File: config.mk
export PLATFORM = sky130hd
export DESIGN_NAME = rxDescDma
export DESIGN_NICKNAME = d
export VERILOG_FILES = /design/src/rtl/rxdma_pkg.sv /design/src/rtl/rxdmaCtrl.sv /design/src/rtl/rxdmaPath.sv /design/src/rtl/rxDescDma.sv
export SDC_FILE = /design/constraint.sdc
export NUM_CORES = 1
export LEC_CHECK = 0
export ABC_AREA = 1
export ABC_CLOCK_PERIOD_IN_PS = 6000
export CORE_ASPECT_RATIO = 0.5
export CORE_MARGIN = 1.5
export CORE_UTILIZATION = 40
export DETAILED_ROUTE_END_ITERATION = 16
export MAX_ROUTING_LAYER = met4
export PLACE_DENSITY_LB_ADDON = 0.08
export SKIP_LAST_GASP = 1
export SLEW_MARGIN = 10
export SYNTH_ARGS = -nofsm -noshare
export SYNTH_HDL_FRONTEND = slang
export SYNTH_HIERARCHICAL = 1
export SYNTH_SLANG_ARGS = --single-unit
File: constraint.sdc
create_clock -name clk -period 6 [get_ports clk]
set_input_delay 0.6 -clock clk [delete_from_list [all_inputs] [get_ports clk]]
set_output_delay 0.6 -clock clk [all_outputs]
set_load 0.02 [all_outputs]
File: src/rtl/rxdma_pkg.sv
package rxdma_pkg;

  localparam int LEN_W  = 14;
  localparam int SIZE_W = 13;
  localparam int OWN_POS = 31;

  typedef enum logic [3:0] {
    ST_IDLE,
    ST_ISSUE,
    ST_OWN,
    ST_CTRL,
    ST_BUF,
    ST_NEXT,
    ST_RECV,
    ST_FLUSH,
    ST_WBACK,
    ST_SUSP
  } rxState_e;

  typedef struct packed {
    logic       loadBase;
    logic       rdEn;
    logic [1:0] rdWord;
    logic       capCtrl;
    logic       capBuf;
    logic       capNext;
    logic       accept;
    logic       wrStat;
    logic       advance;
  } rxStrobe_t;

endpackage

File: src/rtl/rxdmaCtrl.sv
module rxdmaCtrl
  import rxdma_pkg::*;
(
  input  logic      clk,
  input  logic      rstN,
  input  logic      runEn,
  input  logic      pollDemand,
  input  logic      inValid,
  input  logic      inLast,
  input  logic      clrRecvInt,
  input  logic      clrUnavail,
  input  logic      ownBit,
  output rxStrobe_t str,
  output logic      inReady,
  output logic      recvIntSt,
  output logic      unavailSt
);

  rxState_e state, nextState;
  logic     setUnavail;

  always_comb begin
    str        = '0;
    nextState  = state;
    setUnavail = 1'b0;
    case (state)
      ST_IDLE: begin
        str.loadBase = 1'b1;
        if (runEn) nextState = ST_ISSUE;
      end
      ST_ISSUE: begin
        str.rdEn   = 1'b1;
        str.rdWord = 2'd0;
        nextState  = ST_OWN;
      end
      ST_OWN: begin
        if (ownBit) begin
          str.rdEn   = 1'b1;
          str.rdWord = 2'd1;
          nextState  = ST_CTRL;
        end else begin
          setUnavail = 1'b1;
          nextState  = ST_SUSP;
        end
      end
      ST_CTRL: begin
        str.capCtrl = 1'b1;
        str.rdEn    = 1'b1;
        str.rdWord  = 2'd2;
        nextState   = ST_BUF;
      end
      ST_BUF: begin
        str.capBuf = 1'b1;
        str.rdEn   = 1'b1;
        str.rdWord = 2'd3;
        nextState  = ST_NEXT;
      end
      ST_NEXT: begin
        str.capNext = 1'b1;
        nextState   = ST_RECV;
      end
      ST_RECV: begin
        if (inValid) begin
          str.accept = 1'b1;
          if (inLast) nextState = ST_FLUSH;
        end
      end
      ST_FLUSH: nextState = ST_WBACK;
      ST_WBACK: begin
        str.wrStat  = 1'b1;
        str.advance = 1'b1;
        nextState   = ST_ISSUE;
      end
      ST_SUSP: begin
        if (pollDemand)  nextState = ST_ISSUE;
        else if (!runEn) nextState = ST_IDLE;
      end
      default: nextState = ST_IDLE;
    endcase
  end

  always_ff @(posedge clk) begin
    if (!rstN) begin
      state     <= ST_IDLE;
      recvIntSt <= 1'b0;
      unavailSt <= 1'b0;
    end else begin
      state     <= nextState;
      recvIntSt <= (recvIntSt & ~clrRecvInt) | str.wrStat;
      unavailSt <= (unavailSt & ~clrUnavail) | setUnavail;
    end
  end

  assign inReady = (state == ST_RECV);


  susp_no_accept_chk: assert property (@(posedge clk) disable iff (!rstN)
    (state == ST_SUSP) |-> (!str.accept && !str.rdEn && !str.wrStat));


  unavail_clear_chk: assert property (@(posedge clk) disable iff (!rstN)
    (clrUnavail && !setUnavail) |=> !unavailSt);

endmodule

File: src/rtl/rxdmaPath.sv
module rxdmaPath
  import rxdma_pkg::*;
#(
  parameter int ADDR_W = 32
) (
  input  logic              clk,
  input  logic              rstN,
  input  rxStrobe_t         str,
  input  logic [ADDR_W-1:0] listBase,
  input  logic [7:0]        inData,
  input  logic              inLast,
  input  logic              inErr,
  input  logic [31:0]       memRdata,
  output logic              ownBit,
  output logic              memRe,
  output logic              memWe,
  output logic [ADDR_W-1:0] memAddr,
  output logic [31:0]       memWdata,
  output logic [3:0]        memBe
);

  logic [ADDR_W-1:0] curDesc, nextDesc, bufAddr, wrAddr;
  logic [SIZE_W-1:0] bufSize;
  logic [LEN_W-1:0]  byteCnt;
  logic              errAcc;
  logic [31:0]       packWord, wrData, mergedWord, statWord;
  logic [3:0]        packBe, wrBe, mergedBe;
  logic              wrPend;
  logic [1:0]        lane;
  logic              stored, lastStored;

  assign ownBit     = memRdata[OWN_POS];
  assign lane       = byteCnt[1:0];
  assign stored     = byteCnt < LEN_W'(bufSize);
  assign lastStored = (byteCnt + LEN_W'(1)) == LEN_W'(bufSize);

  always_comb begin
    mergedWord = (lane == 2'd0) ? 32'd0 : packWord;
    mergedBe   = (lane == 2'd0) ? 4'd0  : packBe;
    mergedWord[8*lane +: 8] = inData;
    mergedBe[lane]          = 1'b1;
  end

  always_ff @(posedge clk) begin
    if (!rstN) begin
      curDesc  <= '0;
      nextDesc <= '0;
      bufAddr  <= '0;
      bufSize  <= '0;
      byteCnt  <= '0;
      errAcc   <= 1'b0;
      packWord <= '0;
      packBe   <= '0;
      wrData   <= '0;
      wrBe     <= '0;
      wrAddr   <= '0;
      wrPend   <= 1'b0;
    end else begin
      wrPend <= 1'b0;
      if (str.loadBase) curDesc <= listBase;
      if (str.advance)  curDesc <= nextDesc;
      if (str.capCtrl)  bufSize <= memRdata[SIZE_W-1:0];
      if (str.capBuf)   bufAddr <= ADDR_W'(memRdata);
      if (str.capNext) begin
        nextDesc <= ADDR_W'(memRdata);
        byteCnt  <= '0;
        errAcc   <= 1'b0;
        packBe   <= '0;
      end
      if (str.accept) begin
        errAcc <= errAcc | inErr | !stored;
        if (byteCnt != '1) byteCnt <= byteCnt + LEN_W'(1);
        if (stored) begin
          packWord <= mergedWord;
          packBe   <= mergedBe;
          if (lane == 2'd3 || inLast || lastStored) begin
            wrPend <= 1'b1;
            wrData <= mergedWord;
            wrBe   <= mergedBe;
            wrAddr <= bufAddr + ADDR_W'({byteCnt[LEN_W-1:2], 2'b00});
          end
        end
      end
    end
  end

  assign statWord = {2'b00, byteCnt, errAcc, 5'b00000, 1'b1, 1'b1, 8'h00};

  assign memRe    = str.rdEn;
  assign memWe    = str.wrStat | wrPend;
  assign memAddr  = str.rdEn   ? (curDesc + ADDR_W'({str.rdWord, 2'b00})) :
                    str.wrStat ? curDesc : wrAddr;
  assign memWdata = str.wrStat ? statWord : wrData;
  assign memBe    = str.wrStat ? 4'hF : wrBe;


  no_rw_clash_chk: assert property (@(posedge clk) disable iff (!rstN)
    !(str.rdEn && (str.wrStat || wrPend)));


  buf_bound_chk: assert property (@(posedge clk) disable iff (!rstN)
    (wrPend && !str.wrStat) |-> ((memAddr - bufAddr) < ADDR_W'(bufSize)));


  be_nonzero_chk: assert property (@(posedge clk) disable iff (!rstN)
    memWe |-> (memBe != 4'h0));

endmodule

File: src/rtl/rxDescDma.sv
module rxDescDma
  import rxdma_pkg::*;
#(
  parameter int ADDR_W = 32
) (
  input  logic              clk,
  input  logic              rstN,
  input  logic              runEn,
  input  logic [ADDR_W-1:0] listBase,
  input  logic              pollDemand,
  input  logic              inValid,
  input  logic [7:0]        inData,
  input  logic              inLast,
  input  logic              inErr,
  output logic              inReady,
  output logic              memRe,
  output logic              memWe,
  output logic [ADDR_W-1:0] memAddr,
  output logic [31:0]       memWdata,
  output logic [3:0]        memBe,
  input  logic [31:0]       memRdata,
  input  logic              clrRecvInt,
  input  logic              clrUnavail,
  output logic              recvIntSt,
  output logic              unavailSt,
  output logic              irq
);

  rxStrobe_t str;
  logic      ownBit;

  rxdmaCtrl ctrl (
    .clk(clk), .rstN(rstN), .runEn(runEn), .pollDemand(pollDemand),
    .inValid(inValid), .inLast(inLast), .clrRecvInt(clrRecvInt),
    .clrUnavail(clrUnavail), .ownBit(ownBit), .str(str),
    .inReady(inReady), .recvIntSt(recvIntSt), .unavailSt(unavailSt)
  );

  rxdmaPath #(.ADDR_W(ADDR_W)) path (
    .clk(clk), .rstN(rstN), .str(str), .listBase(listBase),
    .inData(inData), .inLast(inLast), .inErr(inErr), .memRdata(memRdata),
    .ownBit(ownBit), .memRe(memRe), .memWe(memWe), .memAddr(memAddr),
    .memWdata(memWdata), .memBe(memBe)
  );

  assign irq = recvIntSt;


  int_after_wb_chk: assert property (@(posedge clk) disable iff (!rstN)
    $rose(recvIntSt) |-> ($past(memWe) && $past(memBe) == 4'hF && !$past(memWdata[OWN_POS])));


  unavail_after_read_chk: assert property (@(posedge clk) disable iff (!rstN)
    $rose(unavailSt) |-> $past(memRe, 2));


  stopped_quiet_chk: assert property (@(posedge clk) disable iff (!rstN)
    (!runEn && !inReady && !unavailSt && !$past(runEn)) |-> !memWe);

endmodule

==> qor.csv, run 1 <==
metric,value,unit
post-cts gate resize count,0,
Post-Syn Area per Cell,6.68,um2
CP Class,register to output port,
Post-Syn Area,13000,um2
total grt overflow,0,
HP Class,input port to register,
H-tree depth,1,
Area contributors post-synth,"dfxtp_1 36%, nor2_1 9.1%, nand2_1 8.8%",
TNS Setup,0,ns
Fillers,3386,
Finished Cell Area,15400,um2
crit start category,register,
Leakage,6.14,nW
layout net count,2124,
Via density,5.34,
part of the cycle the worst path needs,85.8,%
clock-pin slew on the worst setup and hold paths,0.07,ns
most frequent cell after synthesis,nor2_1,
die height,130,um
CTS root buf,clkbuf_16,
asr flop ratio synth,0,%
Area Growth Syn to Fin,18.6,%
Die W,258,um
met2 Usage GRT,37.0,%
Post-Route WL,43100,um
DRC,0,
Power Dens Cells,237,nW/um2
slowest cell delay on critical path,0.63,ns
Non-Filler Instances,2458,
CP required,5.40,ns
RSZ-0062 raised after global routing,no,
CP arrival,4.55,ns
WHS,0.456,ns
Starting Density,40.8,%
DP Area,14600,um2
Synth top cells by count,"314 x nor2_1, 303 x nand2_1, 235 x dfxtp_1",
Period minus WS final,5.15,ns
post-synth cell types,40,
first-pass GRT wire length,67200,um
CTS Hold Bufs,0,
core area,31800,um2
syn nets,2055,
Max-Cap Viols,0,
Buf/Inv on CP,3,
# port buffers,154,
Worst Max-Slew Pin Slew,1.19,ns
RePlAce Congestion,0.942,
CP endpoint kind,output port,
Main synth FF type,dfxtp_1,
post-synthesis sequential area ratio,36.3,%
clock buffer depth,3,
largest net degree at the start of global routing,107,
Yosys Warn Count,6,
GR peak layer,met1,
Final HPWL DP,30200,um
via count,13124,
final clock skew,0.0164,ns
Mapped Cells,1939,
number of global-route vias before repair,11594,
Core Rows,46,
GRT Total Usage,26.2,%
post-CTS setup buffers,0,
Pre-antenna DRT Iters,5,
synthesis-stage register bit count,235,
Setup Viol. Count Final,0,
slew margin rel.,20.4,%
outcome,"complete, no violations",
crit path max fanout,8,
Final Hold Viols,0,
post-synth top area share,36.3,%
maximum resistive drop on vdd,0.173,mV
Detail Route Antenna Nets,0,
"delay-heaviest family, CP",simple AND/OR/NAND/NOR gates,
CTS Sinks,235,
Post-synth EDFFs,0,
Critical-path top delay cell,clkdlybuf4s50_1,
clk_lat worst skew,0.54,ns
initial antenna violation count,0,
post-synth top area cell,dfxtp_1,
f_max,194,MHz
routed wire length per instance,17.5,um
met1 usage,39.0,%
Final Slew Violations,0,
CTS tree,built,
placed cell count,2414,
clock buffer count from CTS,24,
CP Cell Sequence,nor2_1 > inv_1 > nor2_1 > inv_1 > nand2_1 > ha_1 > fa_1 > nand3_1 > nor3_1 > nand2_1 > nor3_1 > nand4_1 > o21ai_0 > nand2_1 > o21ai_0 > clkdlybuf4s50_1,
Die Area,33500,um2
most used cell along the critical path,nand2_1,
layout cells sized above 1,3.85,%
# IOs,155,
GR Util met3,4.25,%
1st-iter DRT viols,1092,
==> per-stage QoR <==
step	util [%]	worst slack, ns	total power, mW
final	48.4	0.854	3.65
after global routing	48.4	0.451	3.81
after CTS	48.4	0.877	3.67
after detailed placement	46.0	1.24	2.20
after global placement	46.0	1.26	2.20
after floorplan	-	2.32	1.99
==> final timing paths <==
check / start / endpoint / slack (ns) / depth (start not counted)
setup / recovery: ctrl/state[0] / memAddr[30] / 0.85 / 16
hold / removal: rstN / path/bufAddr[11] / 0.46 / 3
setup reg to reg: path/byteCnt[4] / path/wrBe[2] / 2.29 / 12
hold reg to reg: path/bufAddr[1] / path/bufAddr[1] / 0.46 / 2
==> power breakdown <==
group	internal [mW]	leakage, nW	switching (mW)
combinational	0.192	3.87	0.311
sequential	1.61	1.90	0.0598
clock	0.798	0.369	0.677
total	2.60	6.14	1.05
==> state kept, by name, summed over array words and instances, names as in the netlist, 13 cells and up <==
signal,count
path/bufAddr,32
path/bufSize,13
path/byteCnt,14
path/curDesc,32
path/nextDesc,32
path/packWord,32
path/wrAddr,32
path/wrData,32
==> layout make-up <==
cell class | instances | area [um2] | area share (%)
multi-input combinational | 1402 | 7060 | 45.9
sequential | 235 | 4700 | 30.6
timing repair buffer | 168 | 1650 | 10.7
clock buffer | 31 | 668 | 4.35
inverter | 177 | 666 | 4.33
tap | 432 | 541 | 3.52
clock inverter | 12 | 87.6 | 0.570
antenna | 1 | 2.50 | 0.0163
==> tightest hold or removal path, delay by kind of cell <==
family / cells / cell delay (ns)
AOI/OAI and AO/OA: 1 / 0.11
buffers and inverters: 1 / 0.18
and+or+nand+nor: 1 / 0.04
==> cells in the final DEF, fill, tap and decap left out, drive strengths merged, types with 11 or more instances in the layout <==
| master | n |
|---|---|
| nand3 | 124 |
| nand4 | 26 |
| xor2 | 25 |
| clkbuf | 31 |
| clkdlybuf4s50 | 153 |
| inv | 176 |
| dfxtp | 235 |
| a21oi | 219 |
| o221ai | 33 |
| nor2 | 318 |
| nor3 | 33 |
| buf | 15 |
| nand2 | 305 |
| o21ai | 198 |
| ha | 33 |
| a32oi | 25 |
| clkinv | 11 |
==> routing by layer <==
layer	wire, um	part of all wire [%]	vias to the layer above
met1	22300	52	6089
met2	17700	41	352
met3	2540	5.9	40
met4	586	1.4	0
li1	-	-	6643
met5	0	0	-
==> logic make-up after synthesis <==
group | Yosys count | synth area share (%)
adder cells (fa/ha/maj) | 35 | 3.50
XOR/XNOR | 35 | 2.37
buffers and inverters | 302 | 9.42
flip-flops | 235 | 36.3
AND/OR/NAND/NOR | 822 | 26.3
AO/OA/AOI/OAI | 510 | 22.1
Note: power is estimated with default switching activity, not from simulation.
==> run 2, diff against run 1 <==
--- a/config.mk
+++ b/config.mk
@@ -9,7 +9,7 @@
 export ABC_CLOCK_PERIOD_IN_PS = 6000
 export CORE_ASPECT_RATIO = 0.5
 export CORE_MARGIN = 1.5
-export CORE_UTILIZATION = 40
+export CORE_UTILIZATION = 55
 export DETAILED_ROUTE_END_ITERATION = 16
 export MAX_ROUTING_LAYER = met4
 export PLACE_DENSITY_LB_ADDON = 0.08
==> run 2 against run 1 <==
Compared with the run above:
- largest power group unchanged
- sequential power about the same
- final area shrank 1.4%
- worst setup slack got worse by 0.16 ns
- register-to-register slack improved by 0.05 ns
- highest routed layer unchanged
- flip-flop and latch count unchanged
- maximum frequency is 3.0% lower
- largest cell class unchanged
- combinational power fell by 2%
- clock-buffer cell count increased by 1
==> qor.csv, run 2 (synthesized netlist as in run 1, its figures left out) <==
metric,value,unit,change
RSZ-0062 raised after global routing,no,,
slowest cell delay on critical path,0.62,ns,about the same
Pre-antenna DRT Iters,5,,unchanged
CTS root buf,clkbuf_16,,
clock-pin slew on the worst setup and hold paths,0.06,ns,about the same
part of the cycle the worst path needs,88.4,%,+2.6 points
r2r setup slk,2.34,ns,+0.05 ns
Max-Cap Viols,0,,unchanged
total grt overflow,0,,unchanged
WHS Path Cells,2,,-1
Worst Max-Slew Pin Slew,1.18,ns,-0.0157 ns
critical path startpoint,ctrl/state[0],,
worst r2r path cells,14,,+2
TNS Setup,0,ns,unchanged
initial antenna violation count,0,,unchanged
number of global-route vias before repair,11660,,+0.57%
layout net count,2119,,-0.24%
most frequent cells in the layout,"312 x nor2_1, 303 x nand2_1, 235 x dfxtp_1",,
1st-iter DRT viols,1462,,+34%
via count,13323,,+1.5%
RePlAce Congestion,0.968,,+2.8%
CP arrival,4.71,ns,+0.16 ns
Final Slew Violations,0,,unchanged
HP Class,register to register,,
Period minus WS final,5.31,ns,+0.159 ns
DRC,0,,unchanged
post-route setup slack,0.695,ns,-0.159 ns
Final Hold Viols,0,,unchanged
f_max,188,MHz,-3.0%
Antenna Cells,0,,-1
"commonest non-fill, non-tap cell in the layout",nor2_1,,
# IOs,155,,unchanged
CP required,5.40,ns,about the same
Die Area,24500,um2,-27%
clk_lat worst skew,0.53,ns,about the same
core area,23000,um2,-28%
post-CTS setup buffers,0,,unchanged
layout cells sized above 1,3.62,%,-0.23 points
Starting Density,56.4,%,+16 points
post-cts gate resize count,0,,unchanged
Final Core Density,66.0,%,+18 points
Reg-to-Reg Start,path/byteCnt[4],,
Core Rows,39,,-15%
crit path max fanout,26,,+18
clock buffer count from CTS,22,,-8.3%
Hold Startpoint,path/bufAddr[1],,
Area Growth Syn to Fin,17.0,%,
CTS Sinks,235,,unchanged
Detail Route Antenna Nets,0,,unchanged
die height,112,um,-14%
Setup Viol. Count Final,0,,unchanged
maximum resistive drop on vdd,0.220,mV,+27%
Die W,220,um,-15%
GRT Total Usage,32.4,%,+6.2 points
Via density,5.73,,+7.3%
slew margin rel.,21.4,%,+1.0 points
Post-Route WL,39000,um,-9.5%
crit start category,register,,
Final HPWL DP,27300,um,-9.7%
r2r endpoint,path/wrData[20],,
pre-CTS setup slack,1.27,ns,+0.0341 ns
H-tree depth,1,,unchanged
Fillers,2098,,-38%
Critical-path top delay cell,clkdlybuf4s50_1,,
Leakage,6.12,nW,-0.34%
Power Dens Cells,235,nW/um2,-0.94%
clock buffer depth,3,,unchanged
# port buffers,154,,unchanged
WHS,0.463,ns,+0.00720 ns
CTS Hold Bufs,0,,unchanged
first-pass GRT wire length,62000,um,-7.8%
outcome,"complete, no violations",,
final clock skew,0.0111,ns,-0.00529 ns
Hold Path Sink,path/bufAddr[1],,
routed wire length per instance,16.8,um,-4.3%
most used cell along the critical path,nor3_1,,
CP Cell Sequence,nor2_1 > inv_1 > nor2_1 > buf_4 > inv_1 > nand2_1 > ha_1 > fa_1 > nand3_1 > nor3_1 > nand2_1 > nor3_1 > nand4_1 > nor3_1 > o21ai_0 > o21ai_0 > clkdlybuf4s50_1,,
CTS tree,built,,
largest net degree at the start of global routing,173,,+62%
CP Class,register to output port,,
CP endpoint kind,output port,,
run 2: worst max-delay path by stage:
stage               slack (ns)           to
global placement          1.34  memAddr[24]
floorplan                 2.32  memAddr[24]
detailed placement        1.27  memAddr[24]
CTS                       0.73  memAddr[24]
global route              0.27  memAddr[24]
finish                    0.69  memAddr[24]
run 2: metrics by stage:
| stage | power (mW) | cell area (um2) | instances |
|---|---|---|---|
| 2_1_floorplan | 1.99 | 13000 | 1939 |
| 3_3_place_gp | 2.19 | 14400 | 2286 |
| 3_5_place_dp | 2.19 | 14400 | 2286 |
| 4_1_cts | 3.57 | 15200 | 2325 |
| 5_1_grt | 3.70 | 15200 | 2325 |
| 6_report | 3.56 | 15200 | 2325 |
run 2: report_power, final:
| group | switching (mW) | leakage [nW] | total [mW] | internal (mW) |
|---|---|---|---|---|
| registers | 0.0653 | 1.90 | 1.67 | 1.61 |
| clock network | 0.610 | 0.364 | 1.40 | 0.786 |
| logic | 0.302 | 3.85 | 0.494 | 0.191 |
run 2: layout make-up:
type	instances	area (um2)	area share, %
timing repair buffer	165	1630	10.8
multi-input combinational	1402	7060	46.5
sequential	235	4700	31.0
tap	307	384	2.53
clock buffer	32	679	4.48
clock inverter	7	38.8	0.256
inverter	177	666	4.39
run 2: metal layers:
metal / track usage, % / share of wire (%) / up-vias
met2: 44.6 / 41 / 584
met3: 6.50 / 9.7 / 58
met1: 48.5 / 48 / 6054
li1: - / - / 6627
met5: - / 0 / -
met4: 5.94 / 1.7 / 0
run 2: critical path, delay by kind of cell (launching register included):
kind / cells / cell delay (ns)
compound gates: 2 / 0.25
simple gates: 9 / 1.99
buf+inv: 4 / 1.13
fa+ha+maj: 2 / 0.40
flops: 1 / 0.38
==> run 3, diff against run 2 <==
--- a/config.mk
+++ b/config.mk
@@ -6,7 +6,8 @@
 export NUM_CORES = 1
 export LEC_CHECK = 0
 export ABC_AREA = 1
-export ABC_CLOCK_PERIOD_IN_PS = 6000
+export ABC_CLOCK_PERIOD_IN_PS = 5700
+export CAP_MARGIN = 20
 export CORE_ASPECT_RATIO = 0.5
 export CORE_MARGIN = 1.5
 export CORE_UTILIZATION = 55
==> constraint.sdc (replaced) <==
create_clock -name clk -period 5.7 [get_ports clk]
set_input_delay 0.57 -clock clk [delete_from_list [all_inputs] [get_ports clk]]
set_output_delay 0.57 -clock clk [all_outputs]
set_load 0.01 [all_outputs]
==> run 3 against run 2 <==
Compared with the run above:
- register-to-register slack worse by 0.27 ns
- critical path type unchanged
- first-iteration DRC count decreased by 5.7%
- clock skew down 0.0021 ns
==> qor.csv, run 3 (synthesized netlist as in run 1, its figures left out) <==
metric,value,unit,change
"Power, Total",3.76,mW,+5.6%
WHS,0.460,ns,-0.00318 ns
CTS root buf,clkbuf_16,,
Worst Max-Slew Pin Slew,1.13,ns,-0.0441 ns
maximum resistive drop on vdd,0.194,mV,-12%
# IOs,155,,unchanged
DP Area,14500,um2,+0.10%
CP Class,register to output port,,
layout cells sized above 1,3.71,%,+0.094 points
slew margin rel.,24.4,%,+2.9 points
Power Dens Cells,248,nW/um2,+5.5%
number of global-route vias before repair,11644,,-0.14%
CP required,5.13,ns,-0.27 ns
crit start category,register,,
Non-Filler Instances,2328,,+0.13%
first-pass GRT wire length,62200,um,+0.31%
CTS Sinks,235,,unchanged
Final Core Density,66.1,%,+0.10 points
CTS Hold Bufs,0,,unchanged
post-cts gate resize count,0,,unchanged
Die W,220,um,unchanged
RePlAce Congestion,0.977,,+0.91%
HP Class,register to register,,
post-route setup slack,0.496,ns,-0.199 ns
# port buffers,154,,unchanged
Starting Density,56.4,%,unchanged
Area Growth Syn to Fin,17.2,%,
CP arrival,4.63,ns,-0.08 ns
Post-Route WL,39600,um,+1.3%
crit path max fanout,26,,unchanged
Core Rows,39,,unchanged
via count,13295,,-0.21%
CP endpoint kind,output port,,
Final HPWL DP,27500,um,+0.82%
Period minus WS final,5.20,ns,
clock buffer depth,3,,unchanged
H-tree depth,1,,unchanged
"commonest non-fill, non-tap cell in the layout",nor2_1,,
most used cell along the critical path,nor3_1,,
slowest cell delay on critical path,0.55,ns,-0.07 ns
outcome,"complete, no violations",,
layout net count,2121,,+0.094%
Pre-antenna DRT Iters,5,,unchanged
Final Hold Viols,0,,unchanged
final clock skew,0.00902,ns,-0.00209 ns
die height,112,um,unchanged
1st-iter DRT viols,1379,,-5.7%
Antenna Cells,0,,unchanged
TNS Setup,0,ns,unchanged
Fillers,2168,,+3.3%
Detail Route Antenna Nets,0,,unchanged
DRC,0,,unchanged
CTS tree,built,,
clock-pin slew on the worst setup and hold paths,0.07,ns,about the same
initial antenna violation count,0,,unchanged
Setup Viol. Count Final,0,,unchanged
part of the cycle the worst path needs,91.3,%,
CP Cell Sequence,nor2_1 > inv_1 > nor2_1 > buf_4 > inv_1 > nand2_1 > ha_1 > fa_1 > nand3_1 > nor3_1 > nand2_1 > nor3_1 > nand4_1 > nor3_1 > o21ai_0 > o21ai_0 > clkdlybuf4s50_1,,
GRT Total Usage,32.5,%,+0.18 points
clock buffer count from CTS,22,,unchanged
largest net degree at the start of global routing,124,,-28%
placed cell count,2288,,+0.087%
clk_lat worst skew,0.52,ns,about the same
post-CTS setup buffers,0,,unchanged
Via density,5.71,,-0.34%
Leakage,6.12,nW,about the same
RSZ-0062 raised after global routing,no,,
Die Area,24500,um2,unchanged
Finished Cell Area,15200,um2,+0.16%
pre-CTS setup slack,1.09,ns,-0.178 ns
register area,4700,um2,unchanged
area used by multi-input combinational logic,7060,um2,unchanged
Critical-path top delay cell,clkdlybuf4s50_1,,
f_max,192,MHz,
routed wire length per instance,17.0,um,+1.2%
total grt overflow,0,,unchanged
Max-Cap Viols,0,,unchanged
most frequent cells in the layout,"312 x nor2_1, 303 x nand2_1, 235 x dfxtp_1",,
core area,23000,um2,unchanged
Final Slew Violations,0,,unchanged
run 3: layer usage:
layer	track usage (%)	routed length [um]	share of wire [%]
met1	48.5	19500	49
met2	45.3	16000	40
met3	6.09	3470	8.8
met4	6.26	656	1.7
met5	-	0	0
run 3: path summary, 6_finish.rpt:
check                     to       startpoint  slack, ns  cells after the start
min reg2reg  path/bufAddr[1]  path/bufAddr[1]       0.46                      2
max reg2reg   path/wrAddr[5]  path/byteCnt[4]       2.07                     14
max              memAddr[24]    ctrl/state[0]       0.50                     17
min          path/bufAddr[1]  path/bufAddr[1]       0.46                      2
run 3: layout make-up:
class / count / share of cell area [%]
clock inverter: 10 / 0.560
tap: 307 / 2.53
timing repair buffer: 167 / 10.9
clock buffer: 30 / 4.23
inverter: 177 / 4.38
multi-input combinational: 1402 / 46.5
sequential: 235 / 31.0
run 3: critical path, delay by kind of cell, from the launching register on:
kind	cells	cell delay (ns)
flip-flops	1	0.38
AO/OA/AOI/OAI	2	0.25
buffers and inverters	4	1.07
adder cells (fa/ha/maj)	2	0.42
AND/OR/NAND/NOR	9	1.99
run 3: power breakdown:
part,internal [mW],total [mW],switching [mW]
Sequential,1.69,1.76,0.0665
Combinational,0.203,0.502,0.299
Clock,0.839,1.50,0.664
